`config.mk`:
```
export PLATFORM = sky130hd
export DESIGN_NAME = adaptive_shell
export DESIGN_NICKNAME = d
export VERILOG_FILES = /design/src/rtl/shell_pkg.sv /design/src/rtl/shell_rst_sync.sv /design/src/rtl/shell_in_slot.sv /design/src/rtl/shell_fire_ctl.sv /design/src/rtl/shell_out_reg.sv /design/src/rtl/adaptive_shell.sv
export SDC_FILE = /design/constraint.sdc
export NUM_CORES = 1
export LEC_CHECK = 0
export BUFFER_PORTS_ARGS = -buffer_cell sky130_fd_sc_hd__buf_2
export CORE_ASPECT_RATIO = 0.5
export CORE_UTILIZATION = 44
export CTS_CLUSTER_SIZE = 12
export DETAILED_ROUTE_END_ITERATION = 10
export PLACE_DENSITY = 0.79
export RECOVER_POWER = 100
export SLEW_MARGIN = 20
export SYNTH_ARGS = -nofsm -noshare
export SYNTH_HDL_FRONTEND = slang
export SYNTH_SLANG_ARGS = --single-unit
export TNS_END_PERCENT = 30
```
`constraint.sdc`:
```
create_clock -name clk -period 1.5 [get_ports clk]
set_clock_uncertainty 0.15 [all_clocks]
set_input_delay 0.15 -clock clk [delete_from_list [all_inputs] [get_ports clk]]
set_output_delay 0.15 -clock clk [all_outputs]
set_load 0.005 [all_outputs]
```
`src/rtl/shell_pkg.sv`:
```
package shell_pkg;

  typedef enum logic {
    RULE_STRICT   = 1'b0,
    RULE_ADAPTIVE = 1'b1
  } fire_rule_e;

  function automatic fire_rule_e rule_from_param(input int adaptive);
    return (adaptive != 0) ? RULE_ADAPTIVE : RULE_STRICT;
  endfunction

endpackage

```
`src/rtl/shell_rst_sync.sv`:
```
module shell_rst_sync (
  input  logic clk,
  input  logic rst_n,
  output logic rst_q_n
);
  logic [1:0] sync_q;
  logic [1:0] sync_d;

  always_comb begin
    sync_d = {sync_q[0], 1'b1};
  end

  always_ff @(posedge clk or negedge rst_n) begin
    if (!rst_n) sync_q <= 2'b00;
    else        sync_q <= sync_d;
  end

  assign rst_q_n = sync_q[1];
endmodule

```
`src/rtl/shell_in_slot.sv`:
```
module shell_in_slot #(
  parameter int DATA_W = 8
) (
  input  logic              clk,
  input  logic              rst_n,
  input  logic              run,
  input  logic [DATA_W-1:0] up_data,
  input  logic              up_valid,
  output logic              up_stop,
  input  logic              take,
  output logic [DATA_W-1:0] head_data,
  output logic              head_avail
);
  logic              full_q, full_d;
  logic [DATA_W-1:0] data_q;
  logic              data_en;

  // next state: a held item blocks the sender; an untaken offer is kept
  always_comb begin
    full_d  = full_q;
    data_en = 1'b0;
    if (full_q) begin
      if (take) full_d = 1'b0;
    end else if (up_valid && !take && run) begin
      full_d  = 1'b1;
      data_en = 1'b1;
    end
  end

  always_ff @(posedge clk or negedge rst_n) begin
    if (!rst_n) full_q <= 1'b0;
    else        full_q <= full_d;
  end

  always_ff @(posedge clk) begin
    if (data_en) data_q <= up_data;
  end

  assign up_stop    = full_q | ~run;
  assign head_avail = full_q | (up_valid & run);
  assign head_data  = full_q ? data_q : up_data;
endmodule

```
`src/rtl/shell_fire_ctl.sv`:
```
module shell_fire_ctl
  import shell_pkg::*;
#(
  parameter int NUM_IN   = 2,
  parameter int NUM_OUT  = 2,
  parameter int ADAPTIVE = 1
) (
  input  logic               run,
  input  logic [NUM_IN-1:0]  avail,
  input  logic [NUM_IN-1:0]  skip,
  input  logic [NUM_OUT-1:0] out_stop,
  output logic               fire,
  output logic [NUM_IN-1:0]  take
);
  localparam fire_rule_e RULE = rule_from_param(ADAPTIVE);

  logic [NUM_IN-1:0] needed;
  logic              inputs_ready;

  generate
    if (RULE == RULE_ADAPTIVE) begin : g_adaptive
      assign needed = ~skip;
    end else begin : g_strict
      logic [NUM_IN-1:0] unused_skip;
      assign unused_skip = skip;
      assign needed      = {NUM_IN{1'b1}};
    end
  endgenerate

  always_comb begin
    inputs_ready = &(avail | ~needed);
    fire         = run & inputs_ready & ~(|out_stop);
    // every present item leaves at a fire: needed ones to the core, skipped ones dropped
    take         = {NUM_IN{fire}} & avail;
  end
endmodule

```
`src/rtl/shell_out_reg.sv`:
```
module shell_out_reg #(
  parameter int DATA_W = 8
) (
  input  logic              clk,
  input  logic              rst_n,
  input  logic              fire,
  input  logic              hold,
  input  logic [DATA_W-1:0] core_data,
  output logic [DATA_W-1:0] data,
  output logic              valid
);
  logic valid_q, valid_d;
  logic data_en;
  logic [DATA_W-1:0] data_q;

  always_comb begin
    valid_d = valid_q;
    if (!hold) valid_d = fire;
    data_en = fire & ~hold;
  end

  always_ff @(posedge clk or negedge rst_n) begin
    if (!rst_n) valid_q <= 1'b0;
    else        valid_q <= valid_d;
  end

  always_ff @(posedge clk) begin
    if (data_en) data_q <= core_data;
  end

  assign valid = valid_q;
  assign data  = data_q;
endmodule

```
`src/rtl/adaptive_shell.sv`:
```
module adaptive_shell #(
  parameter int NUM_IN   = 2,
  parameter int NUM_OUT  = 2,
  parameter int DATA_W   = 8,
  parameter int ADAPTIVE = 1
) (
  input  logic                        clk,
  input  logic                        rst_n,
  input  logic [NUM_IN*DATA_W-1:0]    in_data,
  input  logic [NUM_IN-1:0]           in_valid,
  output logic [NUM_IN-1:0]           in_stop,
  output logic [NUM_OUT*DATA_W-1:0]   out_data,
  output logic [NUM_OUT-1:0]          out_valid,
  input  logic [NUM_OUT-1:0]          out_stop,
  output logic                        core_en,
  output logic [NUM_IN*DATA_W-1:0]    core_in_data,
  output logic [NUM_IN-1:0]           core_in_avail,
  input  logic [NUM_IN-1:0]           core_skip,
  input  logic [NUM_OUT*DATA_W-1:0]   core_out_data
);
  logic              rst_q_n;
  logic [NUM_IN-1:0] avail;
  logic [NUM_IN-1:0] take;
  logic              fire;
  logic              out_hold;

  shell_rst_sync u_rst_sync (
    .clk     (clk),
    .rst_n   (rst_n),
    .rst_q_n (rst_q_n)
  );

  generate
    for (genvar gi = 0; gi < NUM_IN; gi++) begin : g_in
      shell_in_slot #(.DATA_W(DATA_W)) u_slot (
        .clk        (clk),
        .rst_n      (rst_q_n),
        .run        (rst_q_n),
        .up_data    (in_data[gi*DATA_W +: DATA_W]),
        .up_valid   (in_valid[gi]),
        .up_stop    (in_stop[gi]),
        .take       (take[gi]),
        .head_data  (core_in_data[gi*DATA_W +: DATA_W]),
        .head_avail (avail[gi])
      );
    end
  endgenerate

  shell_fire_ctl #(
    .NUM_IN   (NUM_IN),
    .NUM_OUT  (NUM_OUT),
    .ADAPTIVE (ADAPTIVE)
  ) u_fire (
    .run      (rst_q_n),
    .avail    (avail),
    .skip     (core_skip),
    .out_stop (out_stop),
    .fire     (fire),
    .take     (take)
  );

  assign out_hold = |out_stop;

  generate
    for (genvar go = 0; go < NUM_OUT; go++) begin : g_out
      shell_out_reg #(.DATA_W(DATA_W)) u_oreg (
        .clk       (clk),
        .rst_n     (rst_q_n),
        .fire      (fire),
        .hold      (out_hold),
        .core_data (core_out_data[go*DATA_W +: DATA_W]),
        .data      (out_data[go*DATA_W +: DATA_W]),
        .valid     (out_valid[go])
      );
    end
  endgenerate

  assign core_en       = fire;
  assign core_in_avail = avail;
endmodule

```
==> Word level (Yosys, flattened, before mapping) <==
Index checks and enable logic that the tools add are counted.
{ "op_classes": {"bitwise": 15, "muxes": 10, "reduce_logical": 8} }
{ "op_table": {"columns": ["op", "n"], "rows": [
  ["two-way mux 8 bit", 2],
  ["two-way mux 1 bit", 8],
  ["AND 1 bit", 5],
  ["logical AND 1 bit", 4],
  ["inverter 2 bit", 2],
  ["bitwise OR 1 bit", 4],
  ["AND 2 bit", 1],
  ["logical NOT 1 bit", 2],
  ["inverter 1 bit", 2],
  ["bitwise OR 2 bit", 1],
  ["AND reduction 2 bit", 1],
  ["OR reduction 2 bit", 1]
]} }
{ "totals": {"ff_bits": 37, "in_bits": 40, "out_inout_bits": 39, "word_cells": 41} }

==> Depth between registers and ports, before layout <==
{ "depth": {"depth_word": 12, "ltp_mapped": 4, "ltp_nobuf": 2} }

==> By module <==
Synthesis repeated with hierarchy kept, for this count alone.
{ "unflattened": {"cells_unflattened": 77, "area_unflattened_um2": 1505.2} }
{ "by_module_without_submodules": {"columns": ["module", "area_each_um2", "seq_area_each_um2", "instances", "cells_per_inst"], "rows": [
  ["shell_in_slot", 415.4, 265.3, 2, 22],
  ["shell_out_reg", 289.0, 265.3, 2, 11],
  ["shell_rst_sync", 53.8, 50.0, 1, 3],
  ["shell_fire_ctl", 36.3, 0.0, 1, 7],
  ["adaptive_shell", 6.3, 0.0, 1, 1]
]} }

==> Least setup slack after synthesis <==
No wires, ideal clock.
{ "synth_timing": {"path_kind": "register -> register", "start": "reg u_rst_sync.sync_q[1]", "end": "reg g_out[0].u_oreg.data_q[0], enable pin", "synth_period_minus_slack_ns": 1.842, "stages_incl_launch_ff": 3, "setup_ns": 0.374, "required_time_ns": 0.976, "arrival_time_ns": 1.319, "setup_slack_ns": -0.342, "path_cell_list": "dfrtp_1 nor3b_4 and3_1"} }
{ "synth_between": {"elab_chain_len": 7, "word_cells_on_any_way": 9, "classes_between": "8 x bitwise; 1 x reduce/logical"} }
{ "synth_rtl": {"columns": ["element", "line_no", "source"], "rows": [
  ["start: declaration", "shell_rst_sync.sv:6", "logic [1:0] sync_q;"],
  ["start signal: assignment", "shell_rst_sync.sv:15", "else sync_q <= sync_d;"],
  ["AND 1 bit", "shell_in_slot.sv:40", "assign head_avail = full_q | (up_valid & run);"],
  ["bitwise OR 1 bit", "shell_in_slot.sv:40", null],
  ["bitwise OR 2 bit", "shell_fire_ctl.sv:31", "inputs_ready = &(avail | ~needed);"],
  ["AND reduction 2 bit", "shell_fire_ctl.sv:31", null],
  ["AND 1 bit * (2 in a row)", "shell_fire_ctl.sv:32", "fire = run & inputs_ready & ~(|out_stop);"],
  ["AND 1 bit *", "shell_out_reg.sv:19", "data_en = fire & ~hold;"],
  ["net g_out[0].u_oreg.data_en", "shell_out_reg.sv:13", "logic data_en;"],
  ["end signal: assignment", "shell_out_reg.sv:28", "if (data_en) data_q <= core_data;"],
  ["end: declaration", "shell_out_reg.sv:14", "logic [DATA_W-1:0] data_q;"]
]} }
Mark *: on every way through the listed nets, which the timed path passes. The rest lies on a longest branch.
A chain may end at the register's enable or synchronous reset.

==> Final worst setup path <==
{ "layout_timing": {"start": "reg g_in[0].u_slot.full_q", "end": "out core_en"} }
{ "layout_between": {"elab_chain_len": 5} }
{ "layout_rtl": {"columns": ["element", "line_no", "source"], "rows": [
  ["start: declaration", "shell_in_slot.sv:14", "logic full_q, full_d;"],
  ["start signal: assignment", "shell_in_slot.sv:32", "else full_q <= full_d;"],
  ["bitwise OR 1 bit", "shell_in_slot.sv:40", null],
  ["bitwise OR 2 bit", "shell_fire_ctl.sv:31", null],
  ["AND reduction 2 bit", "shell_fire_ctl.sv:31", null],
  ["AND 1 bit (2 in a row)", "shell_fire_ctl.sv:32", null],
  ["end: declaration", "adaptive_shell.sv:15", "output logic core_en,"]
]} }
Every way passes these cells.

==> results.md <==
- Clock tree from TritonCTS: built
- Avg Synthesized Cell Area: 18.41 sq um
- Class of the tightest hold or removal check: primary input to async pin
- Detailed router's first-iteration violation count: 58
- Leftover overflow at the end of global routing: 0
- Static Leakage: 1.110 nW
- Post-synthesis sequential area ratio: 73.75%
- H-tree levels: 2
- Core area: 3100 sq um
- Global-route usage over all layers: 25.64%
- Worst hold margin: 0.04809 ns
- Number of primary I/O pins: 79
- Post-DP HPWL: 2169 microns
- Clock slew seen by the registers of the worst setup and hold paths: 0.08 ns
- Maximum ir drop on the vdd rail: 0.9245 mV
- Largest driver fanout on the critical path: 2
- Predominant post-synthesis flop cell: sky130_fd_sc_hd__edfxtp_1
- Critical path endpoint category: output pin
- Async S/R FF share, synth: 13.51%
- Dominant cells by area after synthesis: sky130_fd_sc_hd__edfxtp_1 (65%), sky130_fd_sc_hd__mux2_2 (12%), sky130_fd_sc_hd__dfrtp_1 (8.5%)
- Fmax: 579.8 MHz
- # rows: 14
- Fill count: 148
- Leading post-synthesis cells by instance count: sky130_fd_sc_hd__edfxtp_1 (32), sky130_fd_sc_hd__mux2_2 (16), sky130_fd_sc_hd__buf_4 (6), sky130_fd_sc_hd__dfrtp_1 (5)
- Setup WS post-layout: -0.2247 ns
- Starting density of the core: 47.50%
- Synth Net Count: 120
- Final Cycle Share: 115.0%
- Count of buffers inserted at the top-level ports: 78
- Status: finished, violations left
- Failing checks: DRC, setup timing
- Via count of the first global-routing pass: 1295
- Final Max Slew Viols: 0
- Vias per std cell: 4.736
- Fraction of post-synthesis cell area in the top cell type by area: 65.25%
- Proportion of layout cells with a drive suffix above 1: 61.43%
- Data arrival time at the worst-slack endpoint: 1.42 ns
- Clock period minus final worst setup slack: 1.725 ns
- Syn. warnings: 0
- Number of synthesized flops with an enable pin: 32
- Unique masters post-synth: 20
- Max-capacitance violation count: 0
- Ant. Diodes: 0
- Width of the chip: 83.82 microns
- Clock network latency to the later pin of the worst-skew pair: 0.29 ns
- Post-layout net count: 249
- Most frequent cell after synthesis: sky130_fd_sc_hd__edfxtp_1
- Total clock buffers created by CTS: 5
- Final GP Congestion: 0.7598
- Detailed-route via count: 1184
- Final count of negative-setup-slack endpoints: 54
- DRC: 6
- Antenna Nets Post-Route: 0
- Crit start category: flip-flop
- Clock sink count: 37
- Post-layout util: 83.13%
- Required time reported for the critical path endpoint: 1.20 ns
- Post-synthesis instance area: 1473 sq um
- Wire length reported by the detailed router: 4202 microns
- Number of optimization iterations in the first detailed-route pass: 7
- First-pass GRT wire length: 6548 microns
- Pin count of the biggest net entering global routing: 17
- Worst Setup Path Type: flip-flop to output pin
- Full die area: 3597 sq um
- Power per standard cell area: 989.6 nW/um^2
- Initial antenna violation count: 0
- Unrepaired setup endpoints after global routing: yes
- Clk buf depth: 2
- Wire length per cell: 16.81 microns
- Final hold viol count: 0
- Number of storage elements in the synthesis netlist: 37
- Root Buffer Master: sky130_fd_sc_hd__clkbuf_8
- Post-synthesis cell type with the largest combined area: sky130_fd_sc_hd__edfxtp_1
- Vertical die dimension: 42.91 microns
- Synthesized netlist cell count: 80
- Setup TNS: -8.227 ns
- Area growth syn-to-layout: 75.02%
## per-layer routing
metal	routed length (microns)	vias to the layer above	global-route usage, %
li1	-	559	-
met1	1719	569	28.92
met2	2151	42	45.25
met3	165	14	6.615
met4	166	0	15.17
met5	0	-	0
## final cells by class
cell class              count  area (sq um)  area share [%]
clock buffers               5         68.82           2.670
clock inverters             3         41.29           1.602
inverters                   2         7.507          0.2913
multi-input cells          33         379.1           14.71
flip-flops and latches     37          1087           42.18
well taps                  40         50.05           1.942
repair buffers            130         943.4           36.60
## repair_timing
action | in CTS | in global routing
gates resized for setup | 22 | 4
buffers inserted | 6 | 0
endpoints found under the hold margin | 34 | 0
endpoints found under the setup margin | 51 | 55
hold buffers | 33 | 0
cloned | 1 | 0
pin swaps | 3 | 0
## where the power goes
group | internal (mW) | leakage (nW) | switching, mW | total (mW)
Combinational | 0.317 | 0.710 | 0.194 | 0.510
Sequential | 1.17 | 0.348 | 0.0192 | 1.19
Clock | 0.489 | 0.0518 | 0.365 | 0.855
Total | 1.97 | 1.11 | 0.578 | 2.55
## critical path, stage by stage, from the launching register on
cell                      delay [ns]
sky130_fd_sc_hd__dfrtp_1        0.39
sky130_fd_sc_hd__or3_4          0.34
sky130_fd_sc_hd__buf_6          0.13
sky130_fd_sc_hd__and3_4         0.17
sky130_fd_sc_hd__buf_6          0.11
## per-stage QoR
stage	power (mW)	worst slack, ns	instances	cell area (sq um)
4_1_cts	2.512	-0.2124	250	2561
3_5_place_dp	1.544	-0.1067	202	1969
2_1_floorplan	1.387	-0.1604	80	1494
3_3_place_gp	1.535	-0.08814	202	1969
5_1_grt	2.636	-0.2682	250	2577
6_report	2.551	-0.2247	250	2577
## state kept, by name, summed over array words and instances (netlist names)
register and flops:
g_out.u_oreg.data 16, g_in.u_slot.full_q 2, g_out.u_oreg.valid 1, g_in.u_slot.data_q 16
u_rst_sync.sync_q 2
## cell usage in the layout, fill, tap and decap left out, drive strengths merged, types with 2 or more instances in the layout
cell / n
a211oi: 2
and3: 2
buf: 96
clkbuf: 6
dfrtp: 5
dlygate4sd3: 33
edfxtp: 32
inv: 2
mux2: 16
or2b: 2
## path summary, 6_finish.rpt
kind | start | end | slack [ns] | depth (start not counted)
setup / recovery | g_in[0].u_slot.full_q | core_en | -0.22 | 4
hold / removal | rst_n | u_rst_sync.sync_q[0] | 0.05 | 2
setup reg to reg | u_rst_sync.sync_q[1] | g_in[0].u_slot.data_q[2] | -0.20 | 4
hold reg to reg | u_rst_sync.sync_q[1] | g_out[0].u_oreg.valid | 0.14 | 2
max in group asynchronous | u_rst_sync.sync_q[1] | g_in[1].u_slot.full_q | 0.87 | 3
min in group clk | out_stop[0] | g_out[0].u_oreg.valid | 0.10 | 3
## kinds of logic after synthesis
group                  synth area share, %
buffers and inverters                4.248
AND/OR/NAND/NOR                      4.163
other                               0.2546
AO/OA/AOI/OAI                        5.353
flip-flops                           73.75
multiplexers                         12.23
Power figures use the tool's default switching activity.
